===== src/rtl/brg_pkg.sv =====
package brg_pkg;

    typedef enum logic [1:0] {
        MODE_ASYNC_LO = 2'd0,
        MODE_ASYNC_HI = 2'd1,
        MODE_SYNC_MST = 2'd2
    } brg_mode_e;

    // base pulses per bit, per mode
    localparam int unsigned BIT_DIV_ASYNC_LO = 64;
    localparam int unsigned BIT_DIV_ASYNC_HI = 16;
    localparam int unsigned BIT_DIV_SYNC     = 4;
    // base pulses per oversample tick at normal speed
    localparam int unsigned OS_DIV_ASYNC_LO  = 4;

    localparam int unsigned PHASE_W = $clog2(BIT_DIV_ASYNC_LO);
    localparam int unsigned OS_SH   = $clog2(OS_DIV_ASYNC_LO);

endpackage


===== src/rtl/brg_mode_fsm.sv =====
module brg_mode_fsm
    import brg_pkg::*;
(
    input  logic      clk,
    input  logic      rst_n,
    input  logic      sync_mode,
    input  logic      hi_speed,
    output brg_mode_e mode_q,
    output logic      mode_chg
);

    brg_mode_e mode_d;

    // next state: sync has priority and masks the speed bit
    always_comb begin
        unique case ({sync_mode, hi_speed})
            2'b00:   mode_d = MODE_ASYNC_LO;
            2'b01:   mode_d = MODE_ASYNC_HI;
            default: mode_d = MODE_SYNC_MST;
        endcase
    end

    always_ff @(posedge clk or negedge rst_n) begin
        if (!rst_n) mode_q <= MODE_ASYNC_LO;
        else        mode_q <= mode_d;
    end

    // a real state transition asks the counters to restart
    always_comb begin
        mode_chg = (mode_d != mode_q);
    end

endmodule


===== src/rtl/brg_period_reg.sv =====
module brg_period_reg #(
    parameter int unsigned CNT_W = 8
) (
    input  logic             clk,
    input  logic             rst_n,
    input  logic             wr,
    input  logic [CNT_W-1:0] wdata,
    output logic [CNT_W-1:0] period_q
);

    always_ff @(posedge clk or negedge rst_n) begin
        if (!rst_n)  period_q <= '0;
        else if (wr) period_q <= wdata;
    end

endmodule


===== src/rtl/brg_timer.sv =====
module brg_timer #(
    parameter int unsigned CNT_W = 8
) (
    input  logic             clk,
    input  logic             rst_n,
    input  logic             restart,
    input  logic [CNT_W-1:0] period,
    output logic [CNT_W-1:0] cnt_q,
    output logic             base_tick
);

    always_comb begin
        base_tick = (cnt_q == period);
    end

    always_ff @(posedge clk or negedge rst_n) begin
        if (!rst_n)         cnt_q <= '0;
        else if (restart)   cnt_q <= '0;
        else if (base_tick) cnt_q <= '0;
        else                cnt_q <= cnt_q + CNT_W'(1);
    end

endmodule


===== src/rtl/brg_tick_gen.sv =====
module brg_tick_gen
    import brg_pkg::*;
(
    input  logic      clk,
    input  logic      rst_n,
    input  logic      restart,
    input  logic      base_tick,
    input  brg_mode_e mode_q,
    output logic      bit_tick,
    output logic      os_tick,
    output logic      sclk_toggle
);

    localparam logic [PHASE_W-1:0] LAST_LO   = PHASE_W'(BIT_DIV_ASYNC_LO - 1);
    localparam logic [PHASE_W-1:0] LAST_HI   = PHASE_W'(BIT_DIV_ASYNC_HI - 1);
    localparam logic [PHASE_W-1:0] LAST_SYNC = PHASE_W'(BIT_DIV_SYNC - 1);

    logic [PHASE_W-1:0] phase_q;
    logic [PHASE_W-1:0] last_phase;
    logic               at_last;

    always_comb begin
        unique case (mode_q)
            MODE_ASYNC_LO: last_phase = LAST_LO;
            MODE_ASYNC_HI: last_phase = LAST_HI;
            MODE_SYNC_MST: last_phase = LAST_SYNC;
            default:       last_phase = LAST_LO;
        endcase
        at_last = (phase_q == last_phase);
    end

    always_ff @(posedge clk or negedge rst_n) begin
        if (!rst_n)         phase_q <= '0;
        else if (restart)   phase_q <= '0;
        else if (base_tick) phase_q <= at_last ? '0 : phase_q + PHASE_W'(1);
    end

    // output decode per state
    always_comb begin
        bit_tick    = 1'b0;
        os_tick     = 1'b0;
        sclk_toggle = 1'b0;
        unique case (mode_q)
            MODE_ASYNC_LO: begin
                bit_tick = base_tick && at_last;
                os_tick  = base_tick && (&phase_q[OS_SH-1:0]);
            end
            MODE_ASYNC_HI: begin
                bit_tick = base_tick && at_last;
                os_tick  = base_tick;
            end
            MODE_SYNC_MST: begin
                bit_tick    = base_tick && at_last;
                sclk_toggle = base_tick && phase_q[0];
            end
            default: begin
                bit_tick = 1'b0;
            end
        endcase
    end

endmodule


===== src/rtl/baud_tick_gen.sv =====
module baud_tick_gen
    import brg_pkg::*;
#(
    parameter int unsigned CNT_W = 8
) (
    input  logic             clk,
    input  logic             rst_n,
    input  logic             period_wr,
    input  logic [CNT_W-1:0] period_wdata,
    input  logic             hi_speed,
    input  logic             sync_mode,
    output logic             bit_tick,
    output logic             os_tick,
    output logic             sclk_toggle
);

    brg_mode_e        mode_q;
    logic             mode_chg;
    logic             restart;
    logic [CNT_W-1:0] period_q;
    logic [CNT_W-1:0] timer_cnt;
    logic             base_tick;

    always_comb begin
        restart = period_wr || mode_chg;
    end

    brg_mode_fsm u_fsm (
        .clk       (clk),
        .rst_n     (rst_n),
        .sync_mode (sync_mode),
        .hi_speed  (hi_speed),
        .mode_q    (mode_q),
        .mode_chg  (mode_chg)
    );

    brg_period_reg #(.CNT_W(CNT_W)) u_per (
        .clk      (clk),
        .rst_n    (rst_n),
        .wr       (period_wr),
        .wdata    (period_wdata),
        .period_q (period_q)
    );

    brg_timer #(.CNT_W(CNT_W)) u_tmr (
        .clk       (clk),
        .rst_n     (rst_n),
        .restart   (restart),
        .period    (period_q),
        .cnt_q     (timer_cnt),
        .base_tick (base_tick)
    );

    brg_tick_gen u_gen (
        .clk         (clk),
        .rst_n       (rst_n),
        .restart     (restart),
        .base_tick   (base_tick),
        .mode_q      (mode_q),
        .bit_tick    (bit_tick),
        .os_tick     (os_tick),
        .sclk_toggle (sclk_toggle)
    );

endmodule


===== config.mk =====
export PLATFORM = sky130hd
export DESIGN_NAME = baud_tick_gen
export DESIGN_NICKNAME = d
export VERILOG_FILES = /design/src/rtl/brg_pkg.sv /design/src/rtl/brg_mode_fsm.sv /design/src/rtl/brg_period_reg.sv /design/src/rtl/brg_timer.sv /design/src/rtl/brg_tick_gen.sv /design/src/rtl/baud_tick_gen.sv
export SDC_FILE = /design/constraint.sdc
export NUM_CORES = 1
export LEC_CHECK = 0
export ABC_AREA = 0
export BUFFER_PORTS_ARGS = -buffer_cell sky130_fd_sc_hd__buf_2
export CORE_MARGIN = 2
export CORE_UTILIZATION = 60
export DETAILED_ROUTE_END_ITERATION = 8
export PLACE_DENSITY = 0.85
export SYNTH_ARGS = -nofsm -noshare
export SYNTH_HDL_FRONTEND = slang
export SYNTH_SLANG_ARGS = --single-unit

===== constraint.sdc =====
create_clock -name clk -period 5 [get_ports clk]
set_clock_uncertainty 0.05 [all_clocks]
set_input_delay 1 -clock clk [delete_from_list [all_inputs] [get_ports clk]]
set_output_delay 1 -clock clk [all_outputs]
set_load 0.01 [all_outputs]

# == Yosys cells after proc, flatten, opt, wreduce, memory -nomap -nowiden ==
# Index checks and enable logic that the tools add are counted.
# op_classes
addsub,2
mul,0
div_mod_pow,0
n_lt_le_gt_ge,0
eq_ne,6
n_shift,0
mux,10
bitwise,0
n_reduce_logical,9
# ops
operator,count
$mux W6,3
$mux W8,2
$pmux W6 S2,1
$add A8 B1 Y8 const B,1
$eq A8 B8 Y1,1
$add A6 B1 Y6 const B,1
$eq A6 B6 Y1,1
$eq A2 B1 Y1 const B,2
$logic_not A2 Y1,2
$pmux W2 S2,1
$logic_and A1 B1 Y1,3
$reduce_or A3 Y1,1
$eq A2 B2 Y1 const B,1
$mux W1,2
$ne A2 B2 Y1,1
$pmux W1 S2,1
$reduce_and A2 Y1,1
$reduce_bool A2 Y1,1
$logic_or A1 B1 Y1,1
# totals
reg_bits,24
latch_bits,0
ram_bits,0
rom_bits,0
in_bits,13
out_inout_bits,3
word_cells,31
memories,0

# == Longest topological paths before layout ==
# Gate-level depths: netlist (run 1).
# depth
word_depth,6
ltp_mapped,7
ltp_nobuf,7

# == Cells and area by module ==
# From an unflattened synthesis (run 1), not the netlist that was laid out.
# unflattened
cells_unflattened,129
hier_area_um2,1481.4
# by_module_without_submodules
module,n_inst,cells_each,area_each_um2,seq_area_each_um2
brg_tick_gen,1,56,544.3,150.1
brg_timer,1,47,514.2,200.2
brg_period_reg,1,17,331.6,200.2
brg_mode_fsm,1,8,85.1,50.0
baud_tick_gen,1,1,6.3,0.0

# == Least setup slack after synthesis (run 1) ==
# OpenSTA, ideal clock, no wires.
# synth_timing
path_kind,register to output
start,register u_tmr.cnt_q[0]
end,output bit_tick
t_arrival_ps,1555
required_ps,3950
setup_slack_ps,2395
path_stages_with_launch,6
path_buffers,1
path_cell_list,dfrtp_1 xor2_1 nor4_1 nand2_1 clkbuf_1 nor3_1
# synth_between
elab_chain_len,3
# synth_lines
element,line,text
start: declaration,brg_timer.sv:8,"output logic [CNT_W-1:0] cnt_q,"
start signal: assignment,brg_timer.sv:20,else cnt_q <= cnt_q + CNT_W'(1);
$eq A8 B8 Y1,brg_timer.sv:13,base_tick = (cnt_q == period);
$logic_and A1 B1 Y1,"brg_tick_gen.sv:45, brg_tick_gen.sv:49, brg_tick_gen.sv:53",
$mux W1,--,
end: declaration,baud_tick_gen.sv:12,"output logic bit_tick,"
# No other way between the ends.

# == Worst setup path in the final report (run 1) ==
# layout_timing
start,register u_tmr.cnt_q[1]
end,output bit_tick
# Same word-level chain as after synthesis.

==> flow_metrics.py, run 1 <==
metrics = {
    "cts": {
        "cts_sinks": 24,
        "cts_root_buf": "clkbuf_4",
        "hold_buffers": 0,
        "post_cts_buffers": 0,
        "cts_tree": "yes",
        "insertion_delay_ps": 320,
        "cts_buffers": 3,
        "cts_resized": 0,
        "clk_pin_slew_ps": 130,
        "cts.path.max_buffers": 2,
        "h-tree-depth": 1,
    },
    "setup_path": {
        "reg2reg_from": "u_fsm.mode_q[1]$_DFF_PN0_",
        "cp_slowest_stage_delay_ps": 470,
        "path_buf_inv": 1,
        "crit_chain": "xor2_1 -> nor4_1 -> nand2_1 -> nor3_1 -> buf_2",
        "critPathSlowestCell": "dfrtp_1",
        "cp.arrival_ps": 2120,
        "critPathKind": "reg -> out",
        "critical_path_required_ps": 3950,
        "crit_fanout": 13,
        "ff2ff_setup_slack_ps": 2650,
        "reg2regPathDepth": 7,
        "cp.depth": 5,
        "start_kind": "flop",
        "cp_top_family": "simple AND/OR/NAND/NOR gates",
        "r2r-end": "u_gen.phase_q[3]$_DFFE_PN0P_",
        "critPathCaptureType": "primary output",
    },
    "logic_synthesis": {
        "synthCells": 116,
        "synth-warning-count": 0,
        "synthTopCellsByArea": "dfrtp_1 47%, xor2_1 9.6%, mux2_2 7.1%, ha_1 5.9%, nand3_1 3.5%",
        "syn_avg_cell_area_sq_um": 11.01,
        "synth_ff_type": "dfrtp_1",
        "ys_seq_area_frac": 0.4701,
        "ys_ff_latch": 24,
        "syn_area_sq_mm": 0.001277,
        "async_flop_share": 1.000,
        "synth_edf_count": 0,
        "synth_top_area_cell": "dfrtp_1",
        "yosysTopAreaCellShare": 0.4701,
        "synth.distinct_cells": 30,
        "synth_nets": 135,
    },
    "sta": {
        "period_needed_ps": 3167,
        "setup_viol": 0,
        "worst_pin_slew_ps": 622.2,
        "min_period_over_period": 0.6334,
        "grt_setup_unrepaired": "false",
        "holdWs_ps": 501.4,
        "max_slew_margin": 0.5838,
        "tns_ps": 0,
        "finalMaxSlewViolations": 0,
        "hold_viol_final": 0,
        "fmax_mhz": 315.7,
    },
    "pwr": {
        "clkPwrFrac": 0.293,
        "p_per_area_mw_per_mm2": 248.1,
        "p_int_uw": 264.1,
        "comb_power_share": 0.104,
        "switchingPower_uw": 84.13,
        "power.share.sequential": 0.603,
        "switching_share": 0.2416,
        "ir_drop_mv": 0.2180,
        "p_leak_uw": 0.0006806,
    },
    "routing": {
        "postRouteAntennaNets": 0,
        "wl_per_cell_um": 14.99,
        "drt_wl_total_um": 2384,
        "drt-initial-drc-count": 9,
        "vias": 914,
        "via_per_inst": 5.748,
        "drc": 0,
        "dr.pass1.iters": 4,
    },
    "worst_hold_path": {
        "hold_path_end": "u_per.period_q[3]$_DFFE_PN0P_",
        "worst_hold_path.num_cells": 1,
        "hold_start": "u_per.period_q[3]$_DFFE_PN0P_",
        "hold_path.class": "reg -> reg",
    },
    "finish": {
        "fin_nets": 152,
        "syn_to_final_growth_pct": 9.893,
        "final_common_cell": "dfrtp_1",
        "drive_above_1_share": 0.2348,
        "n_antenna_cell": 0,
        "layout_common_cells": "24 x dfrtp_1, 15 x buf_2, 14 x xor2_1",
        "final_core_util": 0.7083,
    },
    "placed_design": {
        "hpwlAfterDp_um": 1749,
        "place_congestion": 0.8614,
        "portBuffers": 15,
    },
    "die": {
        "die_area_sq_mm": 0.002514,
        "die_w_um": 50.14,
        "pin_count": 16,
        "rows": 16,
        "initial_core_util": 0.6446,
        "die_height_um": 50.14,
        "core_area_sq_mm": 0.001982,
    },
    "status": {
        "outcome": "finished, final reports clean",
    },
    "global_route": {
        "use_met3": 0.03571,
        "antenna_found_initial": 0,
        "grt_use_met2": 0.3925,
        "grt_pass1_wl_um": 4181,
        "grt_usage": 0.2216,
        "gr-usage-met1": 0.2610,
        "grt.busiest_layer": "met2",
        "grt.overflow.total": 0,
        "grt_start_max_net_pins": 25,
        "grt_pass1_vias": 948,
    },
    "run": {
        "maxCapViolCount": 0,
    },
}
[Yosys cell counts (2+ instances only)]
library cell   n
xor2_1        14
nand3_1        9
dfrtp_1       24
nor4_1         3
mux2_2         8
nor2_1        10
o21ai_0        2
nor3b_1        2
a31o_2         2
and3_1         5
nand2_1        5
clkbuf_1       2
ha_1           6
a21oi_1        2
and3b_1        2
nor3_1         3
inv_1          4
[worst max path at each step]
stage | startpoint | endpoint
floorplan | u_tmr.cnt_q[0]$_DFF_PN0_ | bit_tick
global placement | u_tmr.cnt_q[0]$_DFF_PN0_ | bit_tick
detailed placement | u_tmr.cnt_q[0]$_DFF_PN0_ | bit_tick
CTS | u_tmr.cnt_q[0]$_DFF_PN0_ | bit_tick
global route | u_fsm.mode_q[1]$_DFF_PN0_ | bit_tick
finish | u_tmr.cnt_q[1]$_DFF_PN0_ | bit_tick
[power groups by stage]
stage,clock network [uW],registers (uW),logic (uW)
2_1_floorplan,0,211,24.2
3_3_place_gp,0,213,34.3
3_5_place_dp,0,214,36.3
4_1_cts,101,210,36.4
5_1_grt,111,211,40.7
6_report,102,210,36.2
[layer usage]
metal  part of all wire  routed length, um  vias to the layer above
li1                   -                  -                      442
met1               0.46               1086                      458
met2               0.51               1206                       10
met3              0.018                 44                        4
met4              0.019                 46                        0
met5                  0                  0                        -
[worst reg2reg max path: stages (launching register included)]
cell and delay (ps):
dfrtp_1 480, inv_1 100, ha_1 300, and3b_1 170, o221ai_1 440, nand2_2 160
or4_1 490, o21ai_0 80
[sequential cells by signal, indices dropped and copies added, names as in the netlist]
| name | count |
|---|---|
| u_per.period_q | 8 |
| u_tmr.cnt_q | 8 |
| u_gen.phase_q | 6 |
| u_fsm.mode_q | 2 |
[final cells by class]
| class | count | area, sq um |
|---|---|---|
| clock buffers | 4 | 36.28 |
| flip-flops and latches | 24 | 600.6 |
| multi-input cells | 85 | 643.1 |
| repair buffers | 15 | 75.07 |
| well taps | 27 | 33.78 |
| inverters | 4 | 15.01 |
| fillers | 144 | 578.1 |
[kinds of logic after synthesis]
group | after synthesis | share of synthesized area
flops | 24 | 0.4701
buf+inv | 7 | 0.02644
xor+xnor | 15 | 0.1028
fa+ha+maj | 6 | 0.05876
compound gates | 10 | 0.07151
simple gates | 45 | 0.1920
mux | 9 | 0.07836
[per-stage QoR]
step	setup slack (ps)	instances	cell area (sq um)	power (uW)
finish	1833	159	1404	348.2
global route	1688	159	1404	362.7
CTS	1861	159	1404	347.6
detailed placement	2215	155	1368	250.0
global placement	2334	155	1368	247.1
floorplan	2395	116	1277	235.5
Power figures use the tool's default switching activity.
==> inputs of run 2 (changes only) <==
Settings changed: ABC_AREA 0 to 1, CORE_UTILIZATION 60 to 52, PLACE_DENSITY 0.85 to 0.78.
Clock period 5 ns to 2.57 ns, I/O delays scaled along.
==> run 2 against run 1 <==
Net effect:
- routed wire length increased by 19%
- critical path depth grew 5
- count of clock-buffer cells in the layout decreased by 1
- worst setup slack lost 1600 ps
- flip-flop and latch count stayed put
- die area grew 34%
- hold slack got worse by 400 ps
- critical path type unchanged
- largest cell class unchanged
- highest routed layer unchanged
==> flow_metrics.py, run 2 <==
metrics = {
    "cts": {
        "cts_buffers": 3,
        "cts_root_buf": "clkbuf_4",
        "cts.path.max_buffers": 2,
        "cts_sinks": 24,
        "insertion_delay_ps": 310,
        "h-tree-depth": 1,
        "hold_buffers": 0,
        "cts_tree": "yes",
        "clk_pin_slew_ps": 130,
    },
    "global_route": {
        "grt_usage": 0.1903,
        "grt.overflow.total": 0,
        "grt_pass1_wl_um": 4968,
        "antenna_found_initial": 0,
        "grt_pass1_vias": 1202,
        "grt_start_max_net_pins": 25,
    },
    "sta": {
        "fmax_mhz": 420.3,
        "hold_viol_final": 0,
        "period_needed_ps": 2379,
        "worst_pin_slew_ps": 519.0,
        "tns_ps": 0,
        "min_period_over_period": 0.9258,
        "setup_viol": 0,
        "max_slew_margin": 0.6540,
        "finalWorstSetupSlack_ps": 190.8,
        "finalMaxSlewViolations": 0,
    },
    "finish": {
        "final_core_util": 0.6131,
        "nFillCells": 263,
        "n_antenna_cell": 0,
        "layout.cells.non_filler": 265,
        "fin_nets": 254,
        "final_common_cell": "nand2_1",
        "layout_common_cells": "74 x nand2_1, 29 x inv_1, 24 x dfrtp_1",
        "drive_above_1_share": 0.1795,
        "reg.largest.list": "u_per.period_q: 8 flops, u_tmr.cnt_q: 8 flops, u_gen.phase_q: 6 flops",
        "syn_to_final_growth_pct": 11.91,
    },
    "setup_path": {
        "reg2regPathDepth": 10,
        "critical_path_required_ps": 2010,
        "reg2reg_from": "u_fsm.mode_q[1]$_DFF_PN0_",
        "crit_chain": "inv_2 -> ha_4 -> nand2_1 -> inv_1 -> nor2_1 -> nand2_1 -> nor2_4 -> inv_1 -> nor3_2 -> buf_2",
        "cp_slowest_stage_delay_ps": 430,
        "critPathSlowestCell": "dfrtp_1",
        "crit_fanout": 4,
        "path_buf_inv": 4,
        "critPathKind": "reg -> out",
        "r2r-end": "u_gen.phase_q[5]$_DFFE_PN0P_",
        "cp_top_family": "simple AND/OR/NAND/NOR gates",
        "critPathCaptureType": "primary output",
        "start_kind": "flop",
        "ff2ff_setup_slack_ps": 890,
        "cp.arrival_ps": 1820,
    },
    "logic_synthesis": {
        "synthCells": 216,
        "synthTopCellsByArea": "dfrtp_1 39%, nand2_1 18%, inv_1 7.6%, nand3_1 5.6%, ha_1 4.9%",
        "synth.top_cells.by_count": "74 x nand2_1, 31 x inv_1, 24 x dfrtp_1",
        "synth_edf_count": 0,
        "synth-warning-count": 0,
        "yosysTopAreaCellShare": 0.3941,
        "async_flop_share": 1.000,
        "synth_top_area_cell": "dfrtp_1",
        "synth.distinct_cells": 19,
        "synth_ff_type": "dfrtp_1",
        "syn_area_sq_mm": 0.001524,
        "synth.most_common_cell": "nand2_1",
        "syn_avg_cell_area_sq_um": 7.055,
        "synth_nets": 235,
        "ys_ff_latch": 24,
        "ys_seq_area_frac": 0.3941,
    },
    "status": {
        "outcome": "finished, final reports clean",
    },
    "die": {
        "initial_core_util": 0.5479,
        "die_height_um": 58.14,
        "die_area_sq_mm": 0.003380,
        "rows": 19,
        "core_area_sq_mm": 0.002781,
        "die_w_um": 58.14,
        "pin_count": 16,
    },
    "placed_design": {
        "dp.cells": 259,
        "portBuffers": 15,
        "pre_cts_ws_ps": 462.9,
        "place_congestion": 0.8836,
        "hpwlAfterDp_um": 2104,
    },
    "run": {
        "maxCapViolCount": 0,
    },
    "pwr": {
        "power_uw": 778.4,
        "ir_drop_mv": 0.6532,
        "p_per_area_mw_per_mm2": 456.5,
        "p_leak_uw": 0.0009210,
    },
    "routing": {
        "postRouteAntennaNets": 0,
        "wl_per_cell_um": 10.70,
        "vias": 1318,
        "drc": 0,
        "drt_wl_total_um": 2835,
        "dr.pass1.iters": 4,
        "drt-initial-drc-count": 45,
        "via_per_inst": 4.974,
    },
    "worst_hold_path": {
        "hold_path.class": "in -> async",
    },
}
[run 2: cell types whose count changed after synthesis, moves of 5 or more]
| cell | before | now |
|---|---|---|
| and3_1 | 5 | 0 |
| inv_1 | 4 | 31 |
| mux2_2 | 8 | 0 |
| nand2_1 | 5 | 74 |
| nand3_1 | 9 | 17 |
| nor2_1 | 10 | 18 |
| nor2_2 | 0 | 9 |
| o21ai_0 | 2 | 10 |
| xor2_1 | 14 | 5 |
[run 2: routing by layer]
layer  global-route usage  share of wire
met3              0.04911          0.028
met5                    0              0
met1               0.2543           0.49
met2               0.3182           0.48
met4              0.02990         0.0067
[run 2: logic make-up (layout without fill, tap and decap cells)]
kind of cell / after synthesis / in the layout / share of synthesized area
AND/OR/NAND/NOR: 128 / 128 / 0.3744
XOR/XNOR: 9 / 9 / 0.05172
flip-flops: 24 / 24 / 0.3941
adder cells (fa/ha/maj): 6 / 6 / 0.04926
AO/OA/AOI/OAI: 11 / 11 / 0.03612
buffers and inverters: 38 / 56 / 0.09441
[run 2: repair_timing]
action	4_1_cts	5_1_grt
resized for setup	0	3
setup buffers	0	2
setup endpoints to repair	0	1
[run 2: cell type report]
class                   count  area (sq um)  area share
repair buffers             17         90.09     0.05282
inverters                  35         131.4     0.07704
flip-flops and latches     24         600.6      0.3522
clock buffers               3         22.52     0.01321
well taps                  31         38.79     0.02274
multi-input cells         154         792.0      0.4644
clock inverters             1         30.03     0.01761
[run 2: how the worst max path moves through the flow]
stage | start | to | slack (ps) | depth (start not counted)
2_1_floorplan | u_fsm.mode_q[0]$_DFF_PN0_ | bit_tick | 610 | 9
6_report | u_fsm.mode_q[1]$_DFF_PN0_ | bit_tick | 190 | 10
3_3_place_gp | u_fsm.mode_q[0]$_DFF_PN0_ | bit_tick | 510 | 10
4_1_cts | u_fsm.mode_q[0]$_DFF_PN0_ | bit_tick | 80 | 10
3_5_place_dp | u_fsm.mode_q[0]$_DFF_PN0_ | bit_tick | 460 | 10
5_1_grt | u_fsm.mode_q[1]$_DFF_PN0_ | bit_tick | -20 | 10
[run 2: power breakdown]
part / internal, uW / switching, uW / leakage (uW)
sequential: 392 / 11.9 / 0.000317
clock: 158 / 110 / 0.0000279
combinational: 38.3 / 68.7 / 0.000576
total: 588 / 191 / 0.000921
[run 2: per-stage QoR]
step / hold WS [ps] / area, sq um
floorplan: 168.4 / 1524
global placement: 471.2 / 1625
detailed placement: 469.9 / 1625
CTS: 120.0 / 1678
global route: 122.8 / 1705
finish: 104.8 / 1705
